`config.mk`:
```
export PLATFORM = sky130hd
export DESIGN_NAME = rbp_read_pool
export DESIGN_NICKNAME = d
export VERILOG_FILES = /design/src/rtl/rbp_pkg.sv /design/src/rtl/rbp_ratio_gen.sv /design/src/rtl/rbp_order_fifo.sv /design/src/rtl/rbp_store.sv /design/src/rtl/rbp_read_pool.sv
export SDC_FILE = /design/constraint.sdc
export NUM_CORES = 2
export LEC_CHECK = 0
export ABC_AREA = 1
export BUFFER_PORTS_ARGS = -buffer_cell sky130_fd_sc_hd__buf_2
export CORE_ASPECT_RATIO = 0.5
export CORE_MARGIN = 2
export CORE_UTILIZATION = 45
export DETAILED_ROUTE_END_ITERATION = 10
export MAX_ROUTING_LAYER = met4
export PLACE_DENSITY = 0.64
export SKIP_CTS_REPAIR_TIMING = 1
export SYNTH_ARGS = -nofsm -noshare
export SYNTH_HDL_FRONTEND = slang
export SYNTH_SLANG_ARGS = --single-unit
```
`constraint.sdc`:
```
create_clock -name clk -period 9.95 [get_ports clk]
set_input_delay 0.995 -clock clk [delete_from_list [all_inputs] [get_ports clk]]
set_output_delay 0.995 -clock clk [all_outputs]
set_load 0.02 [all_outputs]
```
`src/rtl/rbp_pkg.sv`:
```
package rbp_pkg;

   typedef enum logic [1:0] {
      BUF_FREE = 2'd0,
      BUF_RSVD = 2'd1,
      BUF_FULL = 2'd2
   } buf_state_e;

   function automatic int rbp_gcd(input int a, input int b);
      int x;
      int y;
      int t;
      x = a;
      y = b;
      while (y != 0) begin
         t = x % y;
         x = y;
         y = t;
      end
      return x;
   endfunction

   function automatic int rbp_lcm(input int a, input int b);
      return (a / rbp_gcd(a, b)) * b;
   endfunction

   function automatic int rbp_width(input int n);
      return (n > 1) ? $clog2(n) : 1;
   endfunction

endpackage

```
`src/rtl/rbp_ratio_gen.sv`:
```
module rbp_ratio_gen
   import rbp_pkg::*;
#(
   parameter int SYS_RATIO   = 3,
   parameter int CACHE_RATIO = 2
) (
   input  logic clk,
   input  logic rst_n,
   output logic sys_tick,
   output logic cache_tick,
   output logic common_edge
);
   localparam int PERIOD = rbp_lcm(SYS_RATIO, CACHE_RATIO);
   localparam int CNT_W  = rbp_width(PERIOD);

   if (SYS_RATIO < 1 || CACHE_RATIO < 1) begin : g_bad_ratio
      $error("rbp_ratio_gen: ratios must be at least 1");
   end

   logic [CNT_W-1:0] phase_q;

   always_ff @(posedge clk or negedge rst_n) begin
      if (!rst_n) begin
         phase_q <= '0;
      end else if (phase_q == CNT_W'(PERIOD - 1)) begin
         phase_q <= '0;
      end else begin
         phase_q <= phase_q + 1'b1;
      end
   end

   always_comb begin
      sys_tick    = ((int'(phase_q) % SYS_RATIO) == 0);
      cache_tick  = ((int'(phase_q) % CACHE_RATIO) == 0);
      common_edge = (phase_q == '0);
   end

   if (SYS_RATIO > 1) begin : g_sys_gap
      a_r10_sys_gap : assert property (@(posedge clk) disable iff (!rst_n)
         sys_tick |=> !sys_tick)
         else $error("a_r10_sys_gap");
   end

endmodule

```
`src/rtl/rbp_order_fifo.sv`:
```
module rbp_order_fifo #(
   parameter int DEPTH = 3,
   parameter int ID_W  = 2
) (
   input  logic            clk,
   input  logic            rst_n,
   input  logic            push,
   input  logic [ID_W-1:0] push_id,
   input  logic            pop,
   output logic [ID_W-1:0] head_id,
   output logic            empty
);
   localparam int PTR_W = (DEPTH > 1) ? $clog2(DEPTH) : 1;
   localparam int CNT_W = $clog2(DEPTH + 1);

   if (DEPTH < 1) begin : g_bad_depth
      $error("rbp_order_fifo: DEPTH must be at least 1");
   end

   logic [ID_W-1:0]  slot_q [DEPTH];
   logic [PTR_W-1:0] wr_q;
   logic [PTR_W-1:0] rd_q;
   logic [CNT_W-1:0] cnt_q;

   function automatic logic [PTR_W-1:0] bump(input logic [PTR_W-1:0] p);
      return (p == PTR_W'(DEPTH - 1)) ? '0 : p + 1'b1;
   endfunction

   always_ff @(posedge clk or negedge rst_n) begin
      if (!rst_n) begin
         wr_q  <= '0;
         rd_q  <= '0;
         cnt_q <= '0;
         for (int i = 0; i < DEPTH; i++) slot_q[i] <= '0;
      end else begin
         if (push) begin
            slot_q[wr_q] <= push_id;
            wr_q         <= bump(wr_q);
         end
         if (pop) rd_q <= bump(rd_q);
         if (push && !pop)      cnt_q <= cnt_q + 1'b1;
         else if (pop && !push) cnt_q <= cnt_q - 1'b1;
      end
   end

   assign head_id = slot_q[rd_q];
   assign empty   = (cnt_q == '0);

   a_r2_no_overflow : assert property (@(posedge clk) disable iff (!rst_n)
      push |-> (cnt_q < CNT_W'(DEPTH)) || pop)
      else $error("a_r2_no_overflow");

   a_r5_no_underflow : assert property (@(posedge clk) disable iff (!rst_n)
      pop |-> !empty)
      else $error("a_r5_no_underflow");

endmodule

```
`src/rtl/rbp_store.sv`:
```
module rbp_store #(
   parameter int ENTRIES = 12,
   parameter int DATA_W  = 128,
   parameter int ADDR_W  = 4
) (
   input  logic              clk,
   input  logic              we,
   input  logic [ADDR_W-1:0] waddr,
   input  logic [DATA_W-1:0] wdata,
   input  logic [ADDR_W-1:0] raddr,
   output logic [DATA_W-1:0] rdata
);
   if ((1 << ADDR_W) < ENTRIES) begin : g_bad_addr
      $error("rbp_store: ADDR_W too narrow for ENTRIES");
   end

   logic [DATA_W-1:0] mem_q [ENTRIES];

   always_ff @(posedge clk) begin
      if (we) mem_q[waddr] <= wdata;
   end

   assign rdata = mem_q[raddr];

endmodule

```
`src/rtl/rbp_read_pool.sv`:
```
module rbp_read_pool
   import rbp_pkg::*;
#(
   parameter int NUM_BUFS    = 3,
   parameter int BLOCK_BYTES = 64,
   parameter int BEAT_BYTES  = 16,
   parameter int SYS_RATIO   = 3,
   parameter int CACHE_RATIO = 2,
   localparam int ID_W       = rbp_width(NUM_BUFS),
   localparam int DATA_W     = BEAT_BYTES * 8
) (
   input  logic                clk,
   input  logic                rst_n,
   output logic                sys_tick,
   output logic                cache_tick,
   input  logic                rsv_req,
   output logic                rsv_avail,
   output logic [ID_W-1:0]     rsv_id,
   input  logic                fill_valid,
   input  logic [ID_W-1:0]     fill_id,
   input  logic [DATA_W-1:0]   fill_data,
   output logic                err_unrsvd,
   output logic                err_ovwr,
   output logic [NUM_BUFS-1:0] buf_ready,
   output logic                head_ready,
   input  logic                unld_req,
   output logic                unld_valid,
   output logic [ID_W-1:0]     unld_id,
   output logic [DATA_W-1:0]   unld_data,
   output logic                unld_last
);
   localparam int BEATS   = BLOCK_BYTES / BEAT_BYTES;
   localparam int BEAT_W  = rbp_width(BEATS);
   localparam int ENTRIES = NUM_BUFS * BEATS;
   localparam int ADDR_W  = rbp_width(ENTRIES);
   localparam logic [BEAT_W-1:0] LAST_BEAT = BEAT_W'(BEATS - 1);

   if (NUM_BUFS < 1) begin : g_bad_bufs
      $error("rbp_read_pool: NUM_BUFS must be at least 1");
   end
   if (BEAT_BYTES < 1 || (BLOCK_BYTES % BEAT_BYTES) != 0) begin : g_bad_beat
      $error("rbp_read_pool: BLOCK_BYTES must be a multiple of BEAT_BYTES");
   end

   // domain ticks
   logic common;

   rbp_ratio_gen #(
      .SYS_RATIO  (SYS_RATIO),
      .CACHE_RATIO(CACHE_RATIO)
   ) u_ratio (
      .clk        (clk),
      .rst_n      (rst_n),
      .sys_tick   (sys_tick),
      .cache_tick (cache_tick),
      .common_edge(common)
   );

   // per-buffer state gathered into arrays
   buf_state_e        st_all  [NUM_BUFS];
   logic [BEAT_W-1:0] fbt_all [NUM_BUFS];
   logic              rdy_all [NUM_BUFS];
   logic [NUM_BUFS-1:0] free_vec;

   always_comb begin
      for (int i = 0; i < NUM_BUFS; i++) begin
         free_vec[i]  = (st_all[i] == BUF_FREE);
         buf_ready[i] = rdy_all[i];
      end
   end

   // reservation: lowest free index wins
   always_comb begin
      rsv_id = '0;
      for (int i = NUM_BUFS - 1; i >= 0; i--) begin
         if (free_vec[i]) rsv_id = ID_W'(i);
      end
   end
   assign rsv_avail = |free_vec;

   logic rsv_take;
   assign rsv_take = sys_tick && rsv_req && rsv_avail;

   // fill classification
   logic              id_ok;
   logic [ID_W-1:0]   fill_idx;
   buf_state_e        fill_st;
   logic [BEAT_W-1:0] fill_beat;
   logic              fill_hit;
   logic              fill_bad;
   logic              fill_busy;

   always_comb begin
      id_ok     = (int'(fill_id) < NUM_BUFS);
      fill_idx  = id_ok ? fill_id : '0;
      fill_st   = id_ok ? st_all[fill_idx] : BUF_FREE;
      fill_beat = fbt_all[fill_idx];
      fill_hit  = sys_tick && fill_valid && (fill_st == BUF_RSVD);
      fill_bad  = sys_tick && fill_valid && (fill_st == BUF_FREE);
      fill_busy = sys_tick && fill_valid && (fill_st == BUF_FULL);
   end

   // unload order
   logic [ID_W-1:0]   head_id;
   logic              ord_empty;
   logic [BEAT_W-1:0] ubeat_q;
   logic              unld_fire;
   logic              unld_end;

   assign head_ready = !ord_empty && rdy_all[head_id];
   assign unld_fire  = cache_tick && unld_req && head_ready;
   assign unld_end   = unld_fire && (ubeat_q == LAST_BEAT);

   rbp_order_fifo #(
      .DEPTH(NUM_BUFS),
      .ID_W (ID_W)
   ) u_order (
      .clk    (clk),
      .rst_n  (rst_n),
      .push   (rsv_take),
      .push_id(rsv_id),
      .pop    (unld_end),
      .head_id(head_id),
      .empty  (ord_empty)
   );

   // beat storage
   logic [ADDR_W-1:0] waddr;
   logic [ADDR_W-1:0] raddr;
   logic [DATA_W-1:0] rdata;

   assign waddr = ADDR_W'(int'(fill_idx) * BEATS + int'(fill_beat));
   assign raddr = ADDR_W'(int'(head_id) * BEATS + int'(ubeat_q));

   rbp_store #(
      .ENTRIES(ENTRIES),
      .DATA_W (DATA_W),
      .ADDR_W (ADDR_W)
   ) u_store (
      .clk  (clk),
      .we   (fill_hit),
      .waddr(waddr),
      .wdata(fill_data),
      .raddr(raddr),
      .rdata(rdata)
   );

   // per-buffer control
   for (genvar g = 0; g < NUM_BUFS; g++) begin : g_buf
      buf_state_e        st_q;
      logic [BEAT_W-1:0] fbeat_q;
      logic              rdy_q;
      logic              me_rsv;
      logic              me_fill;
      logic              me_rel;

      assign me_rsv  = rsv_take  && (rsv_id   == ID_W'(g));
      assign me_fill = fill_hit  && (fill_idx == ID_W'(g));
      assign me_rel  = unld_end  && (head_id  == ID_W'(g));

      always_ff @(posedge clk or negedge rst_n) begin
         if (!rst_n) begin
            st_q    <= BUF_FREE;
            fbeat_q <= '0;
            rdy_q   <= 1'b0;
         end else begin
            if (me_rsv) st_q <= BUF_RSVD;
            if (me_fill) begin
               if (fbeat_q == LAST_BEAT) begin
                  st_q    <= BUF_FULL;
                  fbeat_q <= '0;
               end else begin
                  fbeat_q <= fbeat_q + 1'b1;
               end
            end
            if (me_rel) st_q <= BUF_FREE;
            if (me_rel)      rdy_q <= 1'b0;
            else if (common) rdy_q <= (st_q == BUF_FULL);
         end
      end

      assign st_all[g]  = st_q;
      assign fbt_all[g] = fbeat_q;
      assign rdy_all[g] = rdy_q;
   end

   // unload beat counter and registered outputs
   always_ff @(posedge clk or negedge rst_n) begin
      if (!rst_n) begin
         ubeat_q    <= '0;
         unld_valid <= 1'b0;
         unld_id    <= '0;
         unld_data  <= '0;
         unld_last  <= 1'b0;
         err_unrsvd <= 1'b0;
         err_ovwr   <= 1'b0;
      end else begin
         err_unrsvd <= fill_bad;
         err_ovwr   <= fill_busy;
         unld_valid <= unld_fire;
         if (unld_fire) begin
            unld_id   <= head_id;
            unld_data <= rdata;
            unld_last <= (ubeat_q == LAST_BEAT);
            ubeat_q   <= (ubeat_q == LAST_BEAT) ? '0 : ubeat_q + 1'b1;
         end
      end
   end

   // assertions
   a_r2_rsv_taken : assert property (@(posedge clk) disable iff (!rst_n)
      rsv_take |=> !free_vec[$past(rsv_id)])
      else $error("a_r2_rsv_taken");

   a_r4_ready_on_common : assert property (@(posedge clk) disable iff (!rst_n)
      ((buf_ready & ~$past(buf_ready)) != '0) |-> $past(common))
      else $error("a_r4_ready_on_common");

   a_r6_valid_after_grant : assert property (@(posedge clk) disable iff (!rst_n)
      unld_valid |-> $past(cache_tick && unld_req && head_ready))
      else $error("a_r6_valid_after_grant");

   a_r7_release_clears : assert property (@(posedge clk) disable iff (!rst_n)
      (unld_valid && unld_last) |-> !buf_ready[unld_id])
      else $error("a_r7_release_clears");

   a_r8_err_exclusive : assert property (@(posedge clk) disable iff (!rst_n)
      $onehot0({err_unrsvd, err_ovwr}))
      else $error("a_r8_err_exclusive");

endmodule

```
### Word-level counts from Yosys, hierarchy flattened

Memories as Yosys holds them, arrays and structs flattened. A register that Yosys moved wholly into a read port is not among the register bits.
Index checks and enable logic that the tools add are counted.

* add/sub/neg operators: 11
* div/mod/pow operators: 1
* $lt $le $gt $ge: 6
* equality and inequality tests: 18
* mux-type cells: 49
* bitwise logic cells: 4
* reduce and logical (&&, ||, !) cells: 42

Operator list (count)
* 32-bit logical NOT: 2
* 2-bit two-way mux: 32
* 4-bit by 3-bit modulo with 32-bit output (second input constant): 1
* 2-bit == test (second input constant): 13
* 1-bit logical AND: 22
* 2-bit logical NOT: 8
* 2-bit by 1-bit adder with 2-bit output (second input constant): 7
* 2-bit binary-select mux with 2-bit select: 3
* 3-bit >= comparator (second input constant): 4
* 2-bit inverter with 3-bit output: 4
* 1-bit two-way mux: 10
* 4-bit by 2-bit adder with 4-bit output: 2
* 2-bit by 1-bit == test with 1-bit output (second input constant): 4
* 2-bit nonzero test: 4
* 6-bit bitwise mux: 1
* 2-bit demux with 2-bit select: 1
* 1-bit logical NOT: 4
* 3-bit by 1-bit adder with 3-bit output (second input constant): 1
* 3-bit == test (second input constant): 1
* 3-bit logical NOT: 1
* 3-bit by 1-bit less-than comparator with 1-bit output (second input constant): 1
* 3-bit two-way mux: 1
* 3-bit OR reduction: 1
* 1-bit binary-select mux with 2-bit select: 1
* other kinds (2): 2

* register bits: 38
* memory bits (writable): 1536
* output and inout bits: 143
* memories: 1

Memories
* u_store.mem_q: depth 12, width 128, read ports 1, clocked after Yosys merged registers in 1, write ports 1, line rbp_store.sv:17 `logic [DATA_W-1:0] mem_q [ENTRIES];`

### Longest topological paths before layout

* depth after elaboration: 14
* gate-level depth with buffers: 17

### Hierarchy

A second synthesis with hierarchy kept.

* cells, all modules: 6526
* area total of the unflattened synthesis: 70920.5 µm²

By module, submodules not included
* rbp_store: times used 1, cells each 5714, area an instance 63962.6 µm², sequential area each 46124.2 µm²
* rbp_read_pool: times used 1, cells each 720, area an instance 6206.0 µm², sequential area each 3778.6 µm²
* rbp_order_fifo: times used 1, cells each 62, area an instance 545.5 µm², sequential area each 300.3 µm²
* rbp_ratio_gen: times used 1, cells each 30, area an instance 206.4 µm², sequential area each 75.1 µm²

### Worst setup path before layout

No wires, ideal clock.

* kind: input to register
* start: input port fill_id[1]
* end: memory u_store.mem_q[4][0] (enable)
* arrival time: 7.377 ns
* path slack: 1.955 ns
* cell stages on the path: 9
* buffers on the path: 0
* cells stage by stage: inv_1 > ha_1 > inv_1 > nand2_1 > o21ai_0 > nand2_1 > nor2_1 > nand3_1 > nor2_1

* word-level cells in the longest chain between the ends: 11
* elaborated cells between the ends (all ways): 15

RTL lines
* from (decl): line rbp_read_pool.sv:20 `input logic [ID_W-1:0] fill_id,`
* 2-bit less-than comparator: line rbp_read_pool.sv:94 `id_ok = (int'(fill_id) < NUM_BUFS);`
* 2-bit two-way mux: line rbp_read_pool.sv:95 `fill_idx = id_ok ? fill_id : '0;`
* 2-bit inverter with 3-bit output (implied by the code): line rbp_read_pool.sv:96, rbp_read_pool.sv:97
* 2-bit binary-select mux with 2-bit select: line rbp_read_pool.sv:96 `fill_st = id_ok ? st_all[fill_idx] : BUF_FREE;`
* 2-bit two-way mux (implied by the code) (2 in a row): line rbp_read_pool.sv:96
* 2-bit two-way mux: line rbp_read_pool.sv:96
* 2-bit by 1-bit == test with 1-bit output: line rbp_read_pool.sv:98 `fill_hit = sys_tick && fill_valid && (fill_st == BUF_RSVD);`
* 1-bit logical AND: line rbp_read_pool.sv:98
* 1-bit two-way mux: line rbp_store.sv:20 `if (we) mem_q[waddr] <= wdata;`
* 1-bit two-way mux (implied by the code): line rbp_store.sv:20
* to (decl): line rbp_store.sv:17

Several ways; a longest one is shown, not always the timed one. The select of a mux whose other input is x is not followed.

### Worst setup path in the final report

* start: register u_order.rd_q[1]
* end: register unld_data[10], read port of u_store.mem_q

* word-level cells in the longest chain between the ends: 10
* elaborated cells between the ends (all ways): 11

RTL lines
* from (decl): line rbp_order_fifo.sv:22 `logic [PTR_W-1:0] rd_q;`
* from (signal assigned): line rbp_order_fifo.sv:40 `if (pop) rd_q <= bump(rd_q);`
* 2-bit inverter with 3-bit output (implied by the code) (*): line rbp_order_fifo.sv:46 `assign head_id = slot_q[rd_q];`
* 2-bit binary-select mux with 2-bit select (*): line rbp_order_fifo.sv:46
* 2-bit two-way mux (implied by the code) (*) (2 in a row): line rbp_order_fifo.sv:46
* 2-bit inverter with 3-bit output (implied by the code): line rbp_read_pool.sv:110 `assign head_ready = !ord_empty && rdy_all[head_id];`
* 1-bit binary-select mux with 2-bit select: line rbp_read_pool.sv:110
* 1-bit two-way mux (implied by the code) (2 in a row): line rbp_read_pool.sv:110
* 1-bit logical AND: line rbp_read_pool.sv:110
* 1-bit logical AND: line rbp_read_pool.sv:111 `assign unld_fire = cache_tick && unld_req && head_ready;`
* to (decl): line rbp_read_pool.sv:29 `output logic [DATA_W-1:0] unld_data,`

Mark *: on every way between the ends. The rest lies on a longest branch, timed or not. The select of a mux whose other input is x is not followed.
A chain may end at the register's enable or synchronous reset.

==> out/summary.txt <==
Final setup vio count: 0
IO Port Bufs: 277
FMAX: 207 MHz
Number of synthesized register bits: 1702
Clock-pin slew on the worst setup and hold paths: 0.07 ns
Max VDD drop: 0.240 mV
Reg2reg end: unld_data[10]$_DFFE_PN0P_
Layout Skew: 0.0301 ns
Initial antenna violation count: 36
Clock Path Buffers: 3
Grt total ovfl: 0
Worst-Skew Late Latency: 0.78 ns
Count of different cell masters after synthesis: 26
Count of flip-flops with a built-in enable after synthesis: 1536
CTS Buf Count: 150
Syn. warnings: 0
Final count of pins violating max slew: 0
Vias: 41800
Pin count of the biggest net entering global routing: 213
Flop2flop setup slack: 5.12 ns
HP Class: input pin to asynchronous set/reset pin
Met3 Use GR: 3.65%
Syn nets: 5248
Top cell type's share of synthesized area: 70.4%
Fill cells: 12100
Final-report hold violation count: 0
Synthesis-to-layout area growth: 12.3%
DR iter-0 viols: 4295
Global-route wire length before repair: 251000 um
Final Wtd Congestion: 0.834
Vias in the first global route: 41000
GRT Max-Usage Layer: met2
Drt via density: 5.69
CP arrival: 5.52 ns
Syn avg cell area: 12.8 um2
Die Span Y: 274 um
Avg WL per Cell: 22.8 um
Worst slew margin relative to its limit: 20.1%
Cell with the most instances after synthesis: edfxtp_1
Crit-path max FO: 58
Least-Margin Pin Slew: 1.20 ns
Final worst path period need: 4.83 ns
Cell Area, Synth: 65600 um2
Crit. End Element: register
Met2 Resource Use GR: 36.0%
Die area: 149000 um2
Worst hold slack: 0.304 ns
Core Area: 144000 um2
Antenna Nets Post-Route: 0
RSZ-0062 raised after global routing: false
Max H-tree Level: 4
Final wirelength: 167000 um
Max cap viols: 0
Path depth of the worst reg2reg path: 10
Met1 Usage GRT: 31.1%
CTS tree: yes
Dominant cells by area after synthesis: edfxtp_1 (70%), dfrtp_1 (6.3%), o21ai_0 (6.1%)
Layout cells sized above 1: 10.4%
Number of nets in the layout: 5400
# DRC: 0
Worst Setup Start Kind: register
Total GRT Usage: 22.9%
Die Span X: 544 um
Outcome: completed
Drt pass-1 iters: 5
Pwr dens: 267 nW/um2
Commonest cells in the netlist: edfxtp_1 (1536), nand2_1 (833), nor2_1 (818)
Sequential share of the synthesized area: 76.7%
Leak: 0.0255 uW
Period utilisation layout: 48.5%
RR Startpoint: u_order.rd_q[1]$_DFFE_PN0P_
Synth Flop Type: edfxtp_1
I/O Pins: 278
Cell Rows: 98
Setup TNS: 0 ns
Final HPWL DP: 82600 um
Cell count after synthesis: 5102
CP Class: register to register
Starting density of the core: 45.6%
Fin util: 51.2%
Worst EP required: 10.64 ns
Synth area leader: edfxtp_1
CTS Sinks: 1702
Clock root buffer: clkbuf_16
Ys async rst share: 9.75%
-- flip-flops by register name, summed over array words and instances, names as in the netlist --
signal / flops
u_order.rd_q: 2
g_buf.fbeat_q: 6
u_order.wr_q: 2
g_buf.st_q: 6
err_unrsvd: 1
unld_id: 2
err_ovwr: 1
unld_last: 1
u_ratio.phase_q: 3
u_store.mem_q: 1536
u_order.cnt_q: 2
unld_valid: 1
u_order.slot_q: 6
g_buf.rdy_q: 3
unld_data: 128
ubeat_q: 2
-- cells in the final DEF (no fill, tap or decap), types with 41 or more instances in the layout --
| cell | count |
|---|---|
| dfrtp_1 | 164 |
| clkbuf_16 | 155 |
| buf_2 | 276 |
| o21ai_0 | 797 |
| nor2_1 | 804 |
| edfxtp_1 | 1536 |
| nand3_1 | 148 |
| nand2_1 | 833 |
| o22ai_1 | 384 |
| buf_4 | 41 |
| clkbuf_1 | 46 |
| inv_1 | 54 |
-- per-stage QoR --
step,cell area [um2],instances,power [uW],setup slack (ns)
after floorplan,65600,5102,12300,1.96
after global placement,68600,7052,13800,4.71
after detailed placement,68600,7052,13900,4.72
after CTS,73600,7329,19800,5.15
after global routing,73600,7345,20700,4.81
final,73600,7346,19700,5.12
-- cells by family after synthesis --
logic type               after synthesis  synth area share (%)
adder cells (fa/ha/maj)               11                 0.210
other                                  1               0.00572
flip-flops                          1702                  76.7
buffers and inverters                388                  2.57
XOR/XNOR                               2                0.0267
AND/OR/NAND/NOR                     1810                  10.7
AO/OA/AOI/OAI                       1188                  9.81
-- power by group --
part           switching [uW]  internal (uW)
sequential                358           8210
combinational            3620           1590
clock                    2590           3310
-- metal layers --
layer	vias to the layer above	wire length (um)
met5	-	0
met4	0	3880
met3	286	12200
met2	1659	79400
met1	21100	71800
li1	18800	-
-- how the worst max path moves through the flow --
stage                                startpoint                              to  depth (start not counted)
finish              u_order.rd_q[1]$_DFFE_PN0P_       unld_data[10]$_DFFE_PN0P_                         10
global route        u_order.rd_q[1]$_DFFE_PN0P_       unld_data[10]$_DFFE_PN0P_                         10
CTS                 u_order.rd_q[1]$_DFFE_PN0P_       unld_data[10]$_DFFE_PN0P_                         10
detailed placement                   fill_id[1]  u_store.mem_q[3][48]$_DFFE_PP_                         12
global placement                     fill_id[1]  u_store.mem_q[3][48]$_DFFE_PP_                         12
floorplan                            fill_id[1]   u_store.mem_q[4][0]$_DFFE_PP_                          9
-- final cells by class --
| type | count | area (um2) | share of cell area (%) |
|---|---|---|---|
| clock buffers | 216 | 4260 | 5.78 |
| diodes | 17 | 42.5 | 0.0578 |
| inverters | 58 | 238 | 0.323 |
| flip-flops and latches | 1702 | 50300 | 68.3 |
| repair buffers | 330 | 1940 | 2.64 |
| clock inverters | 61 | 684 | 0.930 |
| multi-input cells | 3012 | 13700 | 18.6 |
| well taps | 1950 | 2440 | 3.31 |
-- worst max-delay path, cell delays in order (launching register included) --
cell and delay [ns]:
dfrtp_1 0.44, inv_1 0.09, nand3_1 0.14, nand3_4 0.82, nor2_4 0.94, buf_4 0.82, buf_4 0.88, nand2_1 0.14
nand3_1 0.12, nand2_1 0.06, nand2_1 0.11
No activity file was read; power rests on OpenSTA's default activity.
